**src/rtl/interval_digitizer.sv**
```systemverilog
module interval_digitizer #(
  parameter int CW = 8,
  parameter int FW = 4
) (
  input  logic               clk,
  input  logic               rst_n,
  input  logic               start_i,
  input  logic               stop_i,
  input  logic [FW-1:0]      fine_code_i,
  input  logic               fine_vld_i,
  output logic [CW+FW-1:0]   result_o,
  output logic               result_vld_o,
  output logic               ovf_o
);
  localparam int RW = CW + FW;

  logic [2:0]    st_sh, sp_sh;
  logic          run_q, sat_q;
  logic [CW-1:0] cnt_q;
  logic          start_hit, stop_hit;
  logic [FW-1:0] fine_sel;

  assign start_hit = st_sh[1] & ~st_sh[2];
  assign stop_hit  = sp_sh[1] & ~sp_sh[2];
  assign fine_sel  = fine_vld_i ? fine_code_i : '0;

  always_ff @(posedge clk or negedge rst_n) begin
    if (!rst_n) begin
      st_sh <= '0;
      sp_sh <= '0;
    end else begin
      st_sh <= {st_sh[1:0], start_i};
      sp_sh <= {sp_sh[1:0], stop_i};
    end
  end

  always_ff @(posedge clk or negedge rst_n) begin
    if (!rst_n) begin
      run_q        <= 1'b0;
      sat_q        <= 1'b0;
      cnt_q        <= '0;
      result_o     <= '0;
      result_vld_o <= 1'b0;
      ovf_o        <= 1'b0;
    end else begin
      result_vld_o <= 1'b0;
      if (start_hit) begin
        run_q <= 1'b1;
        sat_q <= 1'b0;
        cnt_q <= CW'(1);
      end else if (run_q && stop_hit) begin
        run_q        <= 1'b0;
        result_o     <= RW'({cnt_q, fine_sel});
        result_vld_o <= 1'b1;
        ovf_o        <= sat_q;
      end else if (run_q) begin
        if (&cnt_q) sat_q <= 1'b1;
        else        cnt_q <= cnt_q + CW'(1);
      end
    end
  end
endmodule

```
**config.mk**
```make
export PLATFORM = sky130hd
export DESIGN_NAME = interval_digitizer
export DESIGN_NICKNAME = d
export VERILOG_FILES = /design/src/rtl/interval_digitizer.sv
export SDC_FILE = /design/constraint.sdc
export NUM_CORES = 1
export LEC_CHECK = 0
export BUFFER_PORTS_ARGS = -buffer_cell sky130_fd_sc_hd__buf_4
export CORE_MARGIN = 1.5
export CORE_UTILIZATION = 53
export CTS_BUF_LIST = sky130_fd_sc_hd__clkbuf_16
export CTS_CLUSTER_SIZE = 10
export DETAILED_ROUTE_END_ITERATION = 6
export GPL_TIMING_DRIVEN = 0
export PLACE_DENSITY = 0.87
export SLEW_MARGIN = 20
export SYNTH_ARGS = -nofsm -noshare
export SYNTH_HDL_FRONTEND = slang
export SYNTH_SLANG_ARGS = --single-unit
```
**constraint.sdc**
```tcl
create_clock -name clk -period 2.3 [get_ports clk]
set_clock_uncertainty 0.15 [all_clocks]
set_input_delay 0.345 -clock clk [delete_from_list [all_inputs] [get_ports clk]]
set_output_delay 0.345 -clock clk [all_outputs]
set_load 0.01 [all_outputs]
```
==> impl_results.md, run 1 <==
* Status: finished, final reports clean
* Total grt overflow at 0
* Power consumption at 1550 uW
* Sequential power share at 0.443
* Commonest cells in the netlist: nand2_1 (37), dfrtp_1 (30), nand3_1 (8), nor2_1 (7)
* Vias in the first global route at 936
* Mapped Cells at 117
* Filler cells at 153
* Max-capacitance violation count at 0
* Worst Setup Slack, final at 0.542 ns
* Root buf cell: clkbuf_16
* Pwr/cell area at 985 nW/um^2
* Clock share of power at 0.391
* WL/cell at 15.0 microns
* Startpoint type of the worst setup path: flip-flop
* Post-DP HPWL at 1720 microns
* Final Max Tran Viols at 0
* Drt total wl at 2640 microns
* Top-count cell post-synth: nand2_1
* Post-synthesis mux area share at 0.0163
* Syn Nets at 127
* YS warnings at 0
* Via count at 939
* Nets at 157
* CTS sink count at 30
* Setup Crit Path Kind: reg2reg
* Fin crit share at 0.764
* Min cycle time layout at 1.76 ns
* First-pass GRT wire length at 4440 microns
* RSZ-0062 raised after global routing: no
* Vias/cell at 5.34
* Drt initial violations at 18
* Die W at 51.2 microns
* Layout cells sized above 1 at 0.250
* Synth Area in Adders at 0.0102
* Synth area leaders: dfrtp_1 (61%), nand2_1 (11%), nand3_1 (3.3%)
* Placed instance area at 1430 sq um
* Starting Density at 0.561
* Ant diodes at 0
* Crit path DAT at 1.80 ns
* R2r worst-path depth at 5
* Clk slew on worst S/H paths at 0.05 ns
* FFs w/ async S/R, synth at 1.00
* DRC violations left at 0
* Synth Area in XOR/XNOR at 0.0214
* R2r setup slk at 0.54 ns
* Initial antenna violation count at 0
* Final instance area at 1580 sq um
* # resized after CTS at 0
* Final hold vios at 0
* Htree depth at 2
* Clk buf depth at 2
* Largest family of logic cells by synthesized area: simple AND/OR/NAND/NOR gates
* Post-synthesis area per instance at 10.5 sq um
* Synth Area in Simple Gates at 0.268
* Hold-fix buffers at CTS at 1
* First-pass iteration count of the detailed router at 4
* P_leak at 0.000827 uW
* Input/output buffers at 22
* Setup TNS Final at 0 ns
* Post-synth top area cell: dfrtp_1
* Peak supply drop at 0.781 mV
* EDFF count, synth at 0
* Height of the die at 51.2 microns
* Req. time, crit path at 2.35 ns
* Sequential-to-total area share from yosys stat at 0.611
* Complex-gate fraction of the synthesized area at 0.0570
* Synth Cell Area at 1230 sq um
* Largest net degree at the start of global routing at 31
* Final setup fails at 0
* Final Util at 0.720
* Worst slack, placed at 0.581 ns
* Hold Startpoint: stop_i
* Core area at 2190 sq um
* Switching share of total power at 0.274
* Reg2reg end: cnt_q[3]
* CP max FO at 5
* Crit end category: flip-flop
* Worst skew pair latency at 0.27 ns
* CTS tree: done
* Num ports at 23
* Switching power total at 426 uW
* Num CTS Buffers at 5
* Hold/Removal Path Class: in2reg
* Synth top area share at 0.611
* WHS Path Cells at 1
* Die Area at 2620 sq um
* RD Place Congestion at 0.910
* Post-synthesis cell type count at 30
* Synth Register Bits at 30
* Reg-to-reg startpoint: cnt_q[0]
* P&R area growth vs syn at 28.3%
* Global Route Usage Sum at 0.239
* Cell Int Power at 1130 uW
* Slew @ Worst Pin at 0.376 ns
* Post-CTS Setup Inserts at 0
* ANT nets after route at 0
* Row count at 17
* Synth Flop Type: dfrtp_1
* Slew margin rel. at 0.749
* Comb power frac at 0.166
* Worst Hold End: sp_sh[0]
* Fmax at 0.569 GHz
[layer usage]
| layer | GRT usage | vias up | part of all wire |
|---|---|---|---|
| met5 | 0 | - | 0 |
| met4 | 0.135 | 0 | 0.026 |
| met3 | 0.0556 | 7 | 0.037 |
| met2 | 0.385 | 23 | 0.49 |
| met1 | 0.297 | 456 | 0.44 |
| li1 | - | 453 | - |
[power by group through the flow]
stage	registers [uW]	clock network [uW]	logic [uW]
4_1_cts	687	608	261
6_report	687	607	258
5_1_grt	698	628	291
3_3_place_gp	684	0	245
3_5_place_dp	694	0	256
2_1_floorplan	700	0	114
[cell usage in the layout, fill, tap and decap left out, types with 2 or more instances in the layout]
cell type and instances:
or3_1 2, buf_4 23, nand3_1 8, or2b_1 2, dfrtp_1 30, mux2i_1 2
a21oi_1 3, clkbuf_16 5, nor2_1 7, o21ai_0 2, nand4_1 2, nand2_1 37
xor2_1 3
[flip-flops by register name, indices dropped and copies added (netlist names)]
register      flops
result_o         12
cnt_q             8
sp_sh             3
st_sh             3
ovf_o             1
result_vld_o      1
run_q             1
sat_q             1
[critical path, cell delays in order (launching register included)]
cell      delay (ns)
dfrtp_1         0.43
ha_1            0.25
nand3_1         0.19
o211ai_2        0.17
or3_1           0.34
a21oi_1         0.15
[kinds of logic (layout without fill, tap and decap cells)]
family	count (synthesis)	in the layout
DFF	30	30
xor gates and xnor gates	3	3
AOI/OAI and AO/OA	10	10
and+or+nand+nor	67	67
buffers and inverters	4	35
muxes	2	2
adders and majority gates	1	1
[how the worst max path moves through the flow]
stage / startpoint / to
finish: cnt_q[0] / cnt_q[3]
global route: cnt_q[0] / cnt_q[3]
CTS: cnt_q[0] / cnt_q[3]
detailed placement: cnt_q[0] / cnt_q[3]
global placement: cnt_q[0] / cnt_q[3]
floorplan: cnt_q[0] / cnt_q[3]
[layout make-up]
class / instances / area [sq um] / share of cell area
buffer: 3 / 16.3 / 0.0103
tap: 28 / 35.0 / 0.0222
sequential: 30 / 751 / 0.476
clock buffer: 5 / 125 / 0.0794
clock inverter: 3 / 12.5 / 0.00794
multi-input combinational: 83 / 458 / 0.290
timing repair buffer: 23 / 175 / 0.111
inverter: 1 / 3.75 / 0.00238
[through the flow]
stage	hold WS, ns	cells
global placement	0.133	167
floorplan	-0.101	117
global route	0.0214	176
CTS	0.0255	176
detailed placement	0.142	167
finish	0.0278	176
(Power assumes the default switching activity.)
==> run 2, diff against run 1 <==
==> constraint.sdc (replaced) <==
create_clock -name clk -period 1.8 [get_ports clk]
set_clock_uncertainty 0.15 [all_clocks]
set_input_delay 0.27 -clock clk [delete_from_list [all_inputs] [get_ports clk]]
set_output_delay 0.27 -clock clk [all_outputs]
set_load 0.01 [all_outputs]
==> impl_results.md, run 2 (synthesized netlist as in run 1, its figures left out) <==
* Hold/Removal Path Class: in2reg
* Met1 wire length at 1190 microns
* Input/output buffers at 22
* Largest Register: result_o
* WL/cell at 15.2 microns
* Height of the die at 51.2 microns
* Slew @ Worst Pin at 0.375 ns
* First-pass iteration count of the detailed router at 4
* Max reg flops at 12
* P_leak at 0.000835 uW
* Global Route Usage Sum at 0.244
* Post-DP HPWL at 1720 microns
* Core area at 2190 sq um
* WHS Path Cells at 3
* Via count at 932
* Num CTS Buffers at 5
* Slew margin rel. at 0.750
* Hold Startpoint: fine_code_i[2]
* Nets at 159
* Crit path DAT at 1.75 ns
* Startpoint type of the worst setup path: flip-flop
* Req. time, crit path at 1.84 ns
* Top layer reached by signal wires: met4
* Most frequent cells in the layout: nand2_1 (37), dfrtp_1 (30), buf_4 (23), nand3_1 (7), nor2_1 (7)
* Fmax at 0.585 GHz
* Setup Crit Path Kind: reg2reg
* Die W at 51.2 microns
* Final hold vios at 0
* Largest registers: result_o (12), cnt_q (8)
* Post-CTS Setup Inserts at 0
* ANT nets after route at 0
* Final Max Tran Viols at 0
* Starting Density at 0.561
* First-pass GRT wire length at 4530 microns
* Worst skew pair latency at 0.27 ns
* Root buf cell: clkbuf_16
* Die Area at 2620 sq um
* Crit end category: flip-flop
* Vias/cell at 5.24
* Htree depth at 2
* CP max FO at 5
* CTS sink count at 30
* CTS tree: done
* Row count at 17
* Pwr/cell area at 1250 nW/um^2
* DRC violations left at 0
* Min cycle time layout at 1.71 ns
* Fin Hold WS at 0.0807 ns
* Num ports at 23
* Layout cells sized above 1 at 0.253
* DR WL met2 at 1330 microns
* Final setup fails at 0
* Max-capacitance violation count at 0
* WL met3 at 88 microns
* Vias in the first global route at 969
* Worst setup path start: cnt_q[0]
* Commonest non-fill, non-tap cell in the layout: nand2_1
* Ant diodes at 0
* Placed instance area at 1430 sq um
* Clk buf depth at 2
* Peak supply drop at 0.988 mV
* Fin crit share at 0.949
* Total grt overflow at 0
* Status: finished, final reports clean
* Reg-to-reg startpoint: cnt_q[0]
* Clk slew on worst S/H paths at 0.05 ns
* Drt initial violations at 26
* Final instance area at 1600 sq um
* Initial antenna violation count at 0
* Drt total wl at 2700 microns
* P&R area growth vs syn at 30.3%
* RD Place Congestion at 0.910
* R2r worst-path depth at 5
* Largest net degree at the start of global routing at 31
## run 2: final cells by class
cell class                      count  area, sq um
Buffer                              3         16.3
Clock buffer                        5          125
Clock inverter                      3         12.5
Fill cell                         147          589
Inverter                            1         3.75
Multi-Input combinational cell     83          463
Sequential cell                    30          751
Tap cell                           28         35.0
Timing Repair Buffer               25          195
## run 2: path summary, 6_finish.rpt
| kind | to | slack [ns] |
|---|---|---|
| setup / recovery | cnt_q[3] | 0.09 |
| hold / removal | result_o[2] | 0.08 |
| setup reg to reg | cnt_q[3] | 0.09 |
| hold reg to reg | st_sh[1] | 0.20 |
| max in group asynchronous | result_o[1] | 0.92 |
| min in group asynchronous | cnt_q[5] | 0.31 |
## run 2: metal layers
metal	track usage	vias up
li1	-	454
met1	0.298	450
met2	0.400	19
met3	0.0556	9
met4	0.135	0
met5	0	-
## run 2: report_power, final
group | switching (uW) | total, uW | internal (uW)
clock network | 279 | 777 | 498
logic | 173 | 338 | 165
registers | 102 | 883 | 780
total | 554 | 2000 | 1440
## run 2: metrics by stage
step	total power, uW	utilization	setup TNS, ns	setup slack [ns]	instances
6_report	2000	0.731	0	0.0921	178
2_1_floorplan	1040	-	0	0.228	117
5_1_grt	2080	0.731	-0.00617	-0.00617	178
4_1_cts	1990	0.729	0	0.0631	178
3_5_place_dp	1210	0.652	0	0.0814	167
3_3_place_gp	1190	0.652	0	0.167	167
## run 2: repair_timing
action / CTS / global route
gates resized for setup: 0 / 1
endpoints found under the setup margin: 0 / 2
hold endpoints to repair: 32 / 0
hold buffers: 3 / 0
## run 2: critical path, cell delays in order, from the launching register on
cell,delay [ns]
dfrtp_1,0.43
ha_1,0.27
nand3_2,0.14
o211ai_2,0.15
or3_1,0.34
a21oi_1,0.15
==> run 3, diff against run 2 <==
--- a/config.mk
+++ b/config.mk
@@ -5,6 +5,7 @@
 export SDC_FILE = /design/constraint.sdc
 export NUM_CORES = 1
 export LEC_CHECK = 0
+export ABC_AREA = 1
 export BUFFER_PORTS_ARGS = -buffer_cell sky130_fd_sc_hd__buf_4
 export CORE_MARGIN = 1.5
 export CORE_UTILIZATION = 53
@@ -12,7 +13,7 @@
 export CTS_CLUSTER_SIZE = 10
 export DETAILED_ROUTE_END_ITERATION = 6
 export GPL_TIMING_DRIVEN = 0
-export PLACE_DENSITY = 0.87
+export PLACE_DENSITY = 0.86
 export SLEW_MARGIN = 20
 export SYNTH_ARGS = -nofsm -noshare
 export SYNTH_HDL_FRONTEND = slang
==> impl_results.md, run 3 <==
* Num CTS Buffers at 5
* Commonest cells in the netlist: nand2_1 (45), dfrtp_1 (30), inv_1 (13), o21ai_0 (12), nor2_1 (7)
* Htree depth at 2
* Worst skew pair latency at 0.27 ns
* Hold-fix buffers at CTS at 3
* Max-capacitance violation count at 0
* Nets at 182
* Global Route Usage Sum at 0.238
* Layout cells sized above 1 at 0.272
* Post-CTS Setup Inserts at 0
* Fin Hold WS at 0.137 ns
* Largest net degree at the start of global routing at 31
* Buffers & Inverters on Critical Path at 1
* First-pass iteration count of the detailed router at 4
* WL/cell at 13.6 microns
* Height of the die at 52.5 microns
* Mapped Cells at 140
* Clk buf depth at 2
* Setup TNS Final at 0 ns
* Input/output buffers at 22
* FFs w/ async S/R, synth at 1.00
* Placed instance area at 1500 sq um
* Commonest non-fill, non-tap cell in the layout: nand2_1
* Max reg flops at 12
* CTS sink count at 30
* Final Max Tran Viols at 0
* Synth Cell Area at 1300 sq um
* Final instance area at 1670 sq um
* Min cycle time layout at 1.57 ns
* Core area at 2250 sq um
* Post-synthesis cell type count at 23
* Largest Register: result_o
* Crit end category: flip-flop
* Worst path max stage delay at 0.41 ns
* Post-synth top area cell: dfrtp_1
* Syn Nets at 150
* Crit path DAT at 1.62 ns
* P&R area growth vs syn at 28.3%
* Startpoint type of the worst setup path: flip-flop
* EDFF count, synth at 0
* First-pass GRT wire length at 4550 microns
* Status: finished, final reports clean
* Top Family by Delay on Critical Path: simple AND/OR/NAND/NOR gates
* Drt initial violations at 23
* YS warnings at 0
* # resized after CTS at 0
* Clk slew on worst S/H paths at 0.05 ns
* Via count at 1,034
* RSZ-0062 raised after global routing: no
* P_leak at 0.000817 uW
* Initial antenna violation count at 0
* Pwr/cell area at 1180 nW/um^2
* Largest registers: result_o (12), cnt_q (8)
* Fin crit share at 0.873
* Slew @ Worst Pin at 0.376 ns
* Drt total wl at 2730 microns
* Final setup fails at 0
* Cell Chain, Critical Path: ha_1 > nand2_2 > nor2_4 > nand3_2 > nand2_2 > buf_6 > nand2_1 > o21ai_2
* Slew margin rel. at 0.750
* Synth area leaders: dfrtp_1 (58%), nand2_1 (13%), o21ai_0 (4.6%)
* Sequential-to-total area share from yosys stat at 0.577
* DRC violations left at 0
* Most frequent CP cell: nand2_2
* Req. time, crit path at 1.85 ns
* Hold/Removal Path Class: in2reg
* Final Util at 0.740
* Total grt overflow at 0
* Starting Density at 0.577
* Num ports at 23
* Die Area at 2760 sq um
* Post-DP HPWL at 1850 microns
* RD Place Congestion at 0.753
* R2r setup slk at 0.23 ns
* Critical Path Slowest Stage Cell: dfrtp_1
* Synth top area share at 0.577
* Vias in the first global route at 1,032
* Post-synthesis area per instance at 9.29 sq um
* Final hold vios at 0
* Die W at 52.5 microns
* Setup Crit Path Kind: reg2reg
* CP max FO at 10
* Synth Register Bits at 30
* Ant diodes at 0
* ANT nets after route at 0
* Most frequent cells in the layout: nand2_1 (45), dfrtp_1 (30), buf_4 (22), inv_1 (14), o21ai_0 (12)
* Root buf cell: clkbuf_16
* Row count at 17
* Peak supply drop at 0.934 mV
* Top-count cell post-synth: nand2_1
* CTS tree: done
* Vias/cell at 5.14
* Synth Flop Type: dfrtp_1
* Power consumption at 1970 uW
* Fmax at 0.637 GHz
==> run 3: changes by cell type after synthesis, moves of 3 or more <==
cell / before / now
o21ai_0: 2 / 12
o21ai_1: 0 / 4
o21ai_2: 0 / 5
nand2_1: 37 / 45
nand3_1: 8 / 5
inv_1: 0 / 13
a21oi_1: 3 / 0
==> run 3: stage by stage <==
stage / cells / setup slack (ns)
after detailed placement: 190 / 0.267
after global placement: 190 / 0.319
after floorplan: 140 / 0.399
after global routing: 201 / 0.124
final: 201 / 0.229
after CTS: 201 / 0.233
==> run 3: area by class of cell <==
cell class / instances / area, sq um
plain buffers: 3 / 20.0
clock buffers: 5 / 125
clock inverters: 3 / 12.5
fillers: 149 / 587
inverters: 15 / 56.3
multi-input cells: 92 / 473
flip-flops and latches: 30 / 751
well taps: 28 / 35.0
repair buffers: 25 / 195
==> run 3: worst paths after layout <==
kind / start / depth (start not counted) / endpoint
worst max-delay path: cnt_q[0] / 8 / cnt_q[2]
worst min-delay path: fine_code_i[3] / 3 / result_o[3]
worst max register to register: cnt_q[0] / 8 / cnt_q[2]
worst min register to register: sp_sh[0] / 0 / sp_sh[1]
max in group asynchronous: rst_n / 2 / cnt_q[7]
min in group asynchronous: rst_n / 2 / result_o[0]
==> run 3: layer usage <==
metal	track usage	wire length (microns)	vias to the layer above
met1	0.270	1080	473
met5	0	0	-
met4	0.115	26	0
met3	0.0714	223	6
met2	0.404	1400	49
li1	-	-	506
==> run 3: cell families after synthesis <==
group	count (synthesis)	share of synthesized area
adders and majority gates	1	0.00962
and+or+nand+nor	67	0.241
DFF	30	0.577
AOI/OAI and AO/OA	23	0.107
xor gates and xnor gates	1	0.00674
buffers and inverters	18	0.0587
==> run 3: worst register-to-register path, delay by kind of cell (launching register included) <==
family,cells,cell delay [ns]
and+or+nand+nor,5,0.50
DFF,1,0.41
adders and majority gates,1,0.21
buffers and inverters,1,0.15
AOI/OAI and AO/OA,1,0.07
==> run 3: report_power, final <==
group          total, uW  internal (uW)  switching [uW]
Clock                760            497             264
Combinational        356            162             194
Sequential           849            767            82.0
Total               1970           1430             540
